==> config.mk <==
export PLATFORM = sky130hd
export DESIGN_NAME = strap_latch_ctrl
export DESIGN_NICKNAME = d
export VERILOG_FILES = /design/src/rtl/strap_pkg.sv /design/src/rtl/strap_sync.sv /design/src/rtl/strap_capture.sv /design/src/rtl/ref_divider.sv /design/src/rtl/pad_ctrl.sv /design/src/rtl/strap_latch_ctrl.sv
export SDC_FILE = /design/constraint.sdc
export NUM_CORES = 1
export LEC_CHECK = 0
export BUFFER_PORTS_ARGS = -buffer_cell sky130_fd_sc_hd__buf_2
export CELL_PAD_IN_SITES_DETAIL_PLACEMENT = 2
export CELL_PAD_IN_SITES_GLOBAL_PLACEMENT = 2
export CORE_AREA = 2 2 39 41
export CTS_CLUSTER_DIAMETER = 120
export DETAILED_ROUTE_END_ITERATION = 8
export DIE_AREA = 0 0 41 43
export GPL_TIMING_DRIVEN = 0
export HOLD_SLACK_MARGIN = 0.12
export PLACE_DENSITY_LB_ADDON = 0.25
export SLEW_MARGIN = 20
export SYNTH_ARGS = -nofsm -noshare
export SYNTH_HDL_FRONTEND = slang
export SYNTH_HIERARCHICAL = 1
export SYNTH_SLANG_ARGS = --single-unit
export TNS_END_PERCENT = 50
==> constraint.sdc <==
create_clock -name clk_ref -period 2.6 [get_ports clk_ref]
set_input_delay 0.52 -clock clk_ref [delete_from_list [all_inputs] [get_ports clk_ref]]
set_output_delay 0.52 -clock clk_ref [all_outputs]
set_load 0.005 [all_outputs]
==> src/rtl/strap_pkg.sv <==
package strap_pkg;
    localparam int CODE_W = 2;

    typedef struct packed {
        logic              valid;
        logic              test;
        logic [CODE_W-1:0] code;
    } cap_state_t;
endpackage

==> src/rtl/strap_sync.sv <==
module strap_sync #(
    parameter int STAGES = 2
) (
    input  logic clk,
    input  logic rst_n,
    input  logic raw_n,
    output logic sync_n
);
    logic [STAGES-1:0] chain_d, chain_q;

    generate
        if (STAGES == 1) begin : g_one
            always_comb chain_d = raw_n;
        end else begin : g_many
            always_comb chain_d = {chain_q[STAGES-2:0], raw_n};
        end
    endgenerate

    always_ff @(posedge clk or negedge rst_n) begin
        if (!rst_n) chain_q <= '1;
        else        chain_q <= chain_d;
    end

    assign sync_n = chain_q[STAGES-1];
endmodule

==> src/rtl/strap_capture.sv <==
module strap_capture
    import strap_pkg::*;
#(
    parameter logic [CODE_W-1:0] TEST_CODE = 2'b11
) (
    input  logic              clk,
    input  logic              rst_n,
    input  logic              pg_sync_n,
    input  logic [CODE_W-1:0] straps,
    output logic [CODE_W-1:0] code,
    output logic              valid,
    output logic              test
);
    cap_state_t st_d, st_q;

    always_comb begin
        st_d = st_q;
        if (!st_q.valid && !pg_sync_n) begin
            st_d.valid = 1'b1;
            st_d.code  = straps;
            st_d.test  = (straps == TEST_CODE);
        end
    end

    always_ff @(posedge clk or negedge rst_n) begin
        if (!rst_n) st_q <= '0;
        else        st_q <= st_d;
    end

    assign code  = st_q.code;
    assign valid = st_q.valid;
    assign test  = st_q.test;

    AST_ONE_SHOT: assert property (@(posedge clk) disable iff (!rst_n)
        valid |=> valid && $stable(code) && $stable(test));
    AST_CAPTURE_ON_LOW: assert property (@(posedge clk) disable iff (!rst_n)
        $rose(valid) |-> $past(!pg_sync_n));
    AST_TEST_NEEDS_VALID: assert property (@(posedge clk) disable iff (!rst_n)
        test |-> valid && code == TEST_CODE);
endmodule

==> src/rtl/ref_divider.sv <==
module ref_divider #(
    parameter int DIV_N = 4
) (
    input  logic clk,
    input  logic rst_n,
    input  logic en,
    output logic div_clk
);
    localparam int HALF = (DIV_N / 2 < 1) ? 1 : DIV_N / 2;
    localparam int CW   = (HALF > 1) ? $clog2(HALF) : 1;

    logic [CW-1:0] cnt_d, cnt_q;
    logic          div_d, div_q;

    always_comb begin
        cnt_d = cnt_q;
        div_d = div_q;
        if (!en) begin
            cnt_d = '0;
            div_d = 1'b0;
        end else if (cnt_q == CW'(HALF - 1)) begin
            cnt_d = '0;
            div_d = ~div_q;
        end else begin
            cnt_d = cnt_q + 1'b1;
        end
    end

    always_ff @(posedge clk or negedge rst_n) begin
        if (!rst_n) begin
            cnt_q <= '0;
            div_q <= 1'b0;
        end else begin
            cnt_q <= cnt_d;
            div_q <= div_d;
        end
    end

    assign div_clk = div_q;

    AST_DIV_IDLE: assert property (@(posedge clk) disable iff (!rst_n)
        !en |=> !div_clk);
endmodule

==> src/rtl/pad_ctrl.sv <==
module pad_ctrl (
    input  logic clk,
    input  logic rst_n,
    input  logic ref_clk,
    input  logic valid,
    input  logic test,
    input  logic sel_a,
    input  logic div_clk,
    output logic a_oe,
    output logic a_out,
    output logic b_oe,
    output logic b_out
);
    always_comb begin
        a_oe  = 1'b0;
        a_out = 1'b0;
        b_oe  = 1'b0;
        b_out = 1'b0;
        if (test) begin
            b_oe  = sel_a;
            b_out = div_clk;
        end else if (valid) begin
            a_oe  = 1'b1;
            a_out = ref_clk;
            b_oe  = 1'b1;
            b_out = ref_clk;
        end
    end

    AST_PINS_INPUT_PRE: assert property (@(posedge clk) disable iff (!rst_n)
        !valid |-> !a_oe && !b_oe);
    AST_TEST_A_INPUT: assert property (@(posedge clk) disable iff (!rst_n)
        test |-> !a_oe && (b_oe == sel_a));
endmodule

==> src/rtl/strap_latch_ctrl.sv <==
module strap_latch_ctrl
    import strap_pkg::*;
#(
    parameter int                SYNC_STAGES = 2,
    parameter int                DIV_N       = 4,
    parameter logic [CODE_W-1:0] TEST_CODE   = 2'b11
) (
    input  logic              clk_ref,
    input  logic              por_n,
    input  logic              pwrgd_n,
    input  logic              strap_a_in,
    input  logic              strap_b_in,
    output logic [CODE_W-1:0] code,
    output logic              code_valid,
    output logic              test_mode,
    output logic              pad_a_oe,
    output logic              pad_a_out,
    output logic              pad_b_oe,
    output logic              pad_b_out
);
    logic pg_sync_n;
    logic div_clk;

    strap_sync #(.STAGES(SYNC_STAGES)) u_sync (
        .clk   (clk_ref),
        .rst_n (por_n),
        .raw_n (pwrgd_n),
        .sync_n(pg_sync_n)
    );

    strap_capture #(.TEST_CODE(TEST_CODE)) u_cap (
        .clk      (clk_ref),
        .rst_n    (por_n),
        .pg_sync_n(pg_sync_n),
        .straps   ({strap_b_in, strap_a_in}),
        .code     (code),
        .valid    (code_valid),
        .test     (test_mode)
    );

    ref_divider #(.DIV_N(DIV_N)) u_div (
        .clk    (clk_ref),
        .rst_n  (por_n),
        .en     (test_mode),
        .div_clk(div_clk)
    );

    pad_ctrl u_pad (
        .clk    (clk_ref),
        .rst_n  (por_n),
        .ref_clk(clk_ref),
        .valid  (code_valid),
        .test   (test_mode),
        .sel_a  (strap_a_in),
        .div_clk(div_clk),
        .a_oe   (pad_a_oe),
        .a_out  (pad_a_out),
        .b_oe   (pad_b_oe),
        .b_out  (pad_b_out)
    );
endmodule

* Word-level counts from Yosys, hierarchy flattened
Index checks and enable logic that the tools add are counted.
W data, S select, Z words.
** Storage, ports and cells
- Bits in registers :: 8
- Bits of input ports :: 5
- Output and inout bits :: 8
- Word-level logic and storage cells :: 23
** Operators by class
- $add $sub $neg :: 1
- Equal/unequal tests :: 2
- Multiplexer cells :: 10
- Bitwise gates (word level) :: 1
- Reduce and logical (&&, ||, !) cells :: 3
** Operators by type and width (number)
- $mux W1 :: 10
- $eq A2 B2 Y1 const B :: 1
- $logic_not A1 Y1 :: 2
- $ne A2 B1 Y1 const B :: 1
- $add A1 B1 Y1 const B :: 1
- $logic_and A1 B1 Y1 :: 1
- $not A1 Y1 :: 1

* Longest topological paths before layout
- Depth after elaboration :: 3
- Gate-level depth with buffers :: 2
- Mapped depth without buffers :: 2

* Hierarchy
The synthesis kept the hierarchy.
** By module, submodules not included
- strap_capture :: instances 1, cells an instance 11, area each 152.6 um2, seq. area each 100.1 um2
- ref_divider :: instances 1, cells an instance 5, area each 73.8 um2, seq. area each 50.0 um2
- strap_sync :: instances 1, cells an instance 2, area each 52.6 um2, seq. area each 52.6 um2
- pad_ctrl :: instances 1, cells an instance 4, area each 36.3 um2, seq. area each 0.0 um2

==> impl_results.html <==
<table>
<tr><th>Metric</th><th>Value</th></tr>
<tr><th colspan="2">Global route</th></tr>
<tr><td>Pin count of the biggest net entering global routing</td><td>9</td></tr>
<tr><td>Total gr overflow</td><td>0</td></tr>
<tr><td>Antenna violations before repair</td><td>0</td></tr>
<tr><td>Number of global-route vias before repair</td><td>318</td></tr>
<tr><td>Total track usage</td><td>0.147</td></tr>
<tr><td>First-pass GRT wire length</td><td>1350 microns</td></tr>
<tr><th colspan="2">Critical path</th></tr>
<tr><td>Slack of the worst reg-to-reg path</td><td>1560 ps</td></tr>
<tr><td>Number of cells on the critical path</td><td>4</td></tr>
<tr><td>Sort of element at the start of the critical path</td><td>clock port</td></tr>
<tr><td>Critical path fanouts, max</td><td>2</td></tr>
<tr><td>Required @ worst endpoint</td><td>2080 ps</td></tr>
<tr><td>CP Launch Point</td><td>clk_ref</td></tr>
<tr><td>Cell Chain, Critical Path</td><td>clkbuf_4 &gt; clkbuf_4 &gt; a22o_1 &gt; buf_2</td></tr>
<tr><td>Worst Setup End Kind</td><td>primary output</td></tr>
<tr><td>Reg2Reg Depth</td><td>2</td></tr>
<tr><td>Crit path buffers/inverters</td><td>3</td></tr>
<tr><td>Highest cell delay on the worst timing path</td><td>190 ps</td></tr>
<tr><td>Reg-to-Reg End</td><td>u_cap/code[1]</td></tr>
<tr><td>Endpoint arrival time on the critical path</td><td>1850 ps</td></tr>
<tr><td>Crit path to</td><td>pad_b_out</td></tr>
<tr><td>CP max-delay cell</td><td>sky130_fd_sc_hd__a22o_1</td></tr>
<tr><td>Cell family with most CP delay</td><td>buffers and inverters</td></tr>
<tr><td>Worst reg2reg path startpoint</td><td>u_sync/chain_q[1]</td></tr>
<tr><td>Cell with the most instances on the worst path</td><td>sky130_fd_sc_hd__clkbuf_4</td></tr>
<tr><td>Critical path type</td><td>clock port to primary output</td></tr>
<tr><th colspan="2">Floorplanning</th></tr>
<tr><td>Placeable core area</td><td>0.00138 sq mm</td></tr>
<tr><td>DIE AREA</td><td>0.00176 sq mm</td></tr>
<tr><td>Die Span X</td><td>41 microns</td></tr>
<tr><td>Top-Level Pins</td><td>13</td></tr>
<tr><td>Die height</td><td>43 microns</td></tr>
<tr><td>Core Rows</td><td>14</td></tr>
<tr><td>Initial core utilization</td><td>0.228</td></tr>
<tr><th colspan="2">Pwr</th></tr>
<tr><td>Sw frac</td><td>0.247</td></tr>
<tr><td>Lkg Pwr</td><td>0.234 nW</td></tr>
<tr><td>Sequential share of power</td><td>0.336</td></tr>
<tr><td>Cell Int Power</td><td>304 uW</td></tr>
<tr><td>Net switching power</td><td>99.5 uW</td></tr>
<tr><td>Clock power frac</td><td>0.618</td></tr>
<tr><td>Peak supply drop</td><td>0.000237 V</td></tr>
<tr><td>Logic gate share of total power</td><td>0.046</td></tr>
<tr><td>Total power density per cell area</td><td>867 mW/mm^2</td></tr>
<tr><th colspan="2">Timing</th></tr>
<tr><td>Unrepaired setup endpoints after global routing</td><td>no</td></tr>
<tr><td>Aggregate negative setup slack</td><td>0 ps</td></tr>
<tr><td>Final setup violation count</td><td>0</td></tr>
<tr><td>Number of max-slew violations in the final report</td><td>0</td></tr>
<tr><td>Slew at the pin with the worst max-slew slack</td><td>246 ps</td></tr>
<tr><td>Setup Skew</td><td>4.16 ps</td></tr>
<tr><td>Final hold viol count</td><td>0</td></tr>
<tr><td>Slew HR</td><td>0.836</td></tr>
<tr><td>Minimum hold slack</td><td>258 ps</td></tr>
<tr><th colspan="2">Synthesis</th></tr>
<tr><td>Mapped Area</td><td>315 sq um</td></tr>
<tr><td>Largest area contributor in the synthesized netlist</td><td>sky130_fd_sc_hd__dfrtp_1</td></tr>
<tr><td>Cell variety after synth</td><td>14</td></tr>
<tr><td>Proportion of synthesized chip area in sequential cells</td><td>0.643</td></tr>
<tr><td>YS warnings</td><td>6</td></tr>
<tr><td>Gate count of the mapped netlist</td><td>22</td></tr>
<tr><td>Most common cell in the netlist</td><td>sky130_fd_sc_hd__dfrtp_1</td></tr>
<tr><td>Leading cell types by total area after synthesis</td><td>sky130_fd_sc_hd__dfrtp_1 48%, sky130_fd_sc_hd__dfstp_2 17%, sky130_fd_sc_hd__mux2_1 7.1%</td></tr>
<tr><td>Mean instance size in the synthesized netlist</td><td>14.3 sq um</td></tr>
<tr><td>FFs w/ async S/R, synth</td><td>1.00</td></tr>
<tr><td>Share of Yosys cell area claimed by the top area cell type</td><td>0.476</td></tr>
<tr><td>Number of enable flip-flop cells after synthesis</td><td>0</td></tr>
<tr><td>Primary FF master, synth</td><td>sky130_fd_sc_hd__dfrtp_1</td></tr>
<tr><td>Most frequent cells after synthesis</td><td>6 x sky130_fd_sc_hd__dfrtp_1, 2 x sky130_fd_sc_hd__and2_1, 2 x sky130_fd_sc_hd__dfstp_2, 2 x sky130_fd_sc_hd__mux2_1</td></tr>
<tr><td>Synthesized netlist net count</td><td>27</td></tr>
<tr><td>Seq cells post-synth</td><td>8</td></tr>
<tr><th colspan="2">Detailed routing</th></tr>
<tr><td>Routed Antenna Nets</td><td>0</td></tr>
<tr><td>Detail-routed via count per cell</td><td>4.40</td></tr>
<tr><td>Number of search-and-repair iterations in the first detailed-routing pass</td><td>2</td></tr>
<tr><td>Vias post-DR</td><td>264</td></tr>
<tr><td>Total DRC errors in the routed layout</td><td>0</td></tr>
<tr><td>Total Routed Length</td><td>746 microns</td></tr>
<tr><td>Post-detailed-route wirelength per cell</td><td>12.4 microns</td></tr>
<tr><td>Number of DRC violations after detailed-routing iteration 0</td><td>2</td></tr>
<tr><th colspan="2">Placement</th></tr>
<tr><td>Placed Cells incl. Taps</td><td>50</td></tr>
<tr><td>Quantity of I/O buffers inserted on ports</td><td>12</td></tr>
<tr><td>Detailed placement HPWL</td><td>521 microns</td></tr>
<tr><td>Routability congestion estimate</td><td>0.685</td></tr>
<tr><th colspan="2">Clock tree</th></tr>
<tr><td>Clk_lat worst skew</td><td>360 ps</td></tr>
<tr><td>Count of hold-fix buffers inserted at cts</td><td>1</td></tr>
<tr><td>Post CTS Setup Buffer Count</td><td>0</td></tr>
<tr><td>Clock tree from TritonCTS</td><td>yes</td></tr>
<tr><td>Count of cells resized by post-cts repair</td><td>0</td></tr>
<tr><td>Clock transition at the register clock pins on the worst setup and hold paths after CTS</td><td>50 ps</td></tr>
<tr><th colspan="2">Job</th></tr>
<tr><td>Number of max-cap violations</td><td>0</td></tr>
<tr><th colspan="2">Cells and area</th></tr>
<tr><td>Number of diodes added for antenna fixing</td><td>0</td></tr>
<tr><td>Number of nets at the end of the flow</td><td>49</td></tr>
<tr><td>Final cell utilization of the core</td><td>0.336</td></tr>
<tr><td>Non-filler instance count after layout</td><td>60</td></tr>
<tr><td>Layout-stage area growth over the synthesis result</td><td>47.6%</td></tr>
<tr><td>Proportion of layout cells with a drive suffix above 1</td><td>0.545</td></tr>
<tr><th colspan="2">Worst hold path</th></tr>
<tr><td>Worst Hold Depth</td><td>1</td></tr>
<tr><td>Classification of the worst-slack hold path</td><td>input pin to register</td></tr>
<tr><th colspan="2">Status</th></tr>
<tr><td>Status</td><td>finished clean</td></tr>
</table>
==> power groups by stage <==
stage	Sequential (mW)	Combinational [mW]	Clock, mW
2_1_floorplan	0.137	0.00638	0.0244
3_3_place_gp	0.137	0.0170	0.0435
3_5_place_dp	0.138	0.0179	0.0435
4_1_cts	0.136	0.0191	0.265
5_1_grt	0.136	0.0215	0.289
6_report	0.136	0.0184	0.249
==> metrics by stage <==
step | area [sq um] | setup WS, ps | power [mW]
detailed placement | 395 | 494 | 0.199
global route | 465 | 208 | 0.447
CTS | 465 | 213 | 0.419
floorplan | 315 | 589 | 0.168
global placement | 395 | 494 | 0.198
finish | 465 | 231 | 0.404
==> worst reg2reg max path: stages, from the launching register on <==
cell and delay, ps:
sky130_fd_sc_hd__dfstp_2 550, sky130_fd_sc_hd__nor2_2 60, sky130_fd_sc_hd__mux2_1 310
==> how the worst min path moves through the flow <==
stage	startpoint	to	slack, ps
floorplan	por_n	u_cap/code[0]	220
global placement	u_sync/chain_q[0]	u_sync/chain_q[1]	350
detailed placement	u_sync/chain_q[0]	u_sync/chain_q[1]	350
CTS	pwrgd_n	u_sync/chain_q[0]	250
global route	pwrgd_n	u_sync/chain_q[0]	230
finish	pwrgd_n	u_sync/chain_q[0]	260
==> cells in the final DEF, fill, tap and decap left out <==
cell type	instances
sky130_fd_sc_hd__a21o_1	1
sky130_fd_sc_hd__a22o_1	1
sky130_fd_sc_hd__and2_1	2
sky130_fd_sc_hd__and2b_2	1
sky130_fd_sc_hd__buf_2	12
sky130_fd_sc_hd__clkbuf_1	2
sky130_fd_sc_hd__clkbuf_4	7
sky130_fd_sc_hd__dfrtp_1	6
sky130_fd_sc_hd__dfstp_2	2
sky130_fd_sc_hd__dlygate4sd3_1	1
sky130_fd_sc_hd__mux2_1	2
sky130_fd_sc_hd__nand2_1	1
sky130_fd_sc_hd__nor2_2	1
sky130_fd_sc_hd__nor2b_4	1
sky130_fd_sc_hd__o21ai_0	1
sky130_fd_sc_hd__o31ai_1	1
sky130_fd_sc_hd__or2b_1	1
sky130_fd_sc_hd__xor2_1	1
==> kinds of logic (layout without fill, tap and decap cells) <==
logic type	count (synthesis)	in the layout	share of synthesized area
simple gates	7	7	0.167
xor+xnor	1	1	0.0278
flops	8	8	0.643
mux	2	2	0.0714
compound gates	4	4	0.0913
buf+inv	0	22	0
==> registers in the layout (all words and copies together) (netlist names) <==
register,flops
u_cap/code,2
u_cap/test,1
u_cap/valid,1
u_div/cnt_q,1
u_div/div_clk,1
u_sync/chain_q,2
==> area by class of cell <==
cell class,count,area (sq um)
clock buffers,11,70.1
fillers,161,918
multi-input cells,14,113
flip-flops and latches,8,203
well taps,16,20.0
repair buffers,11,60.1
==> metal layers <==
layer,track usage,up-vias,part of all wire
met5,0,-,0
met3,0.141,4,0.087
li1,-,118,-
met4,0.267,0,0.042
met1,0.120,127,0.41
met2,0.131,15,0.46
(Power assumes the default switching activity.)
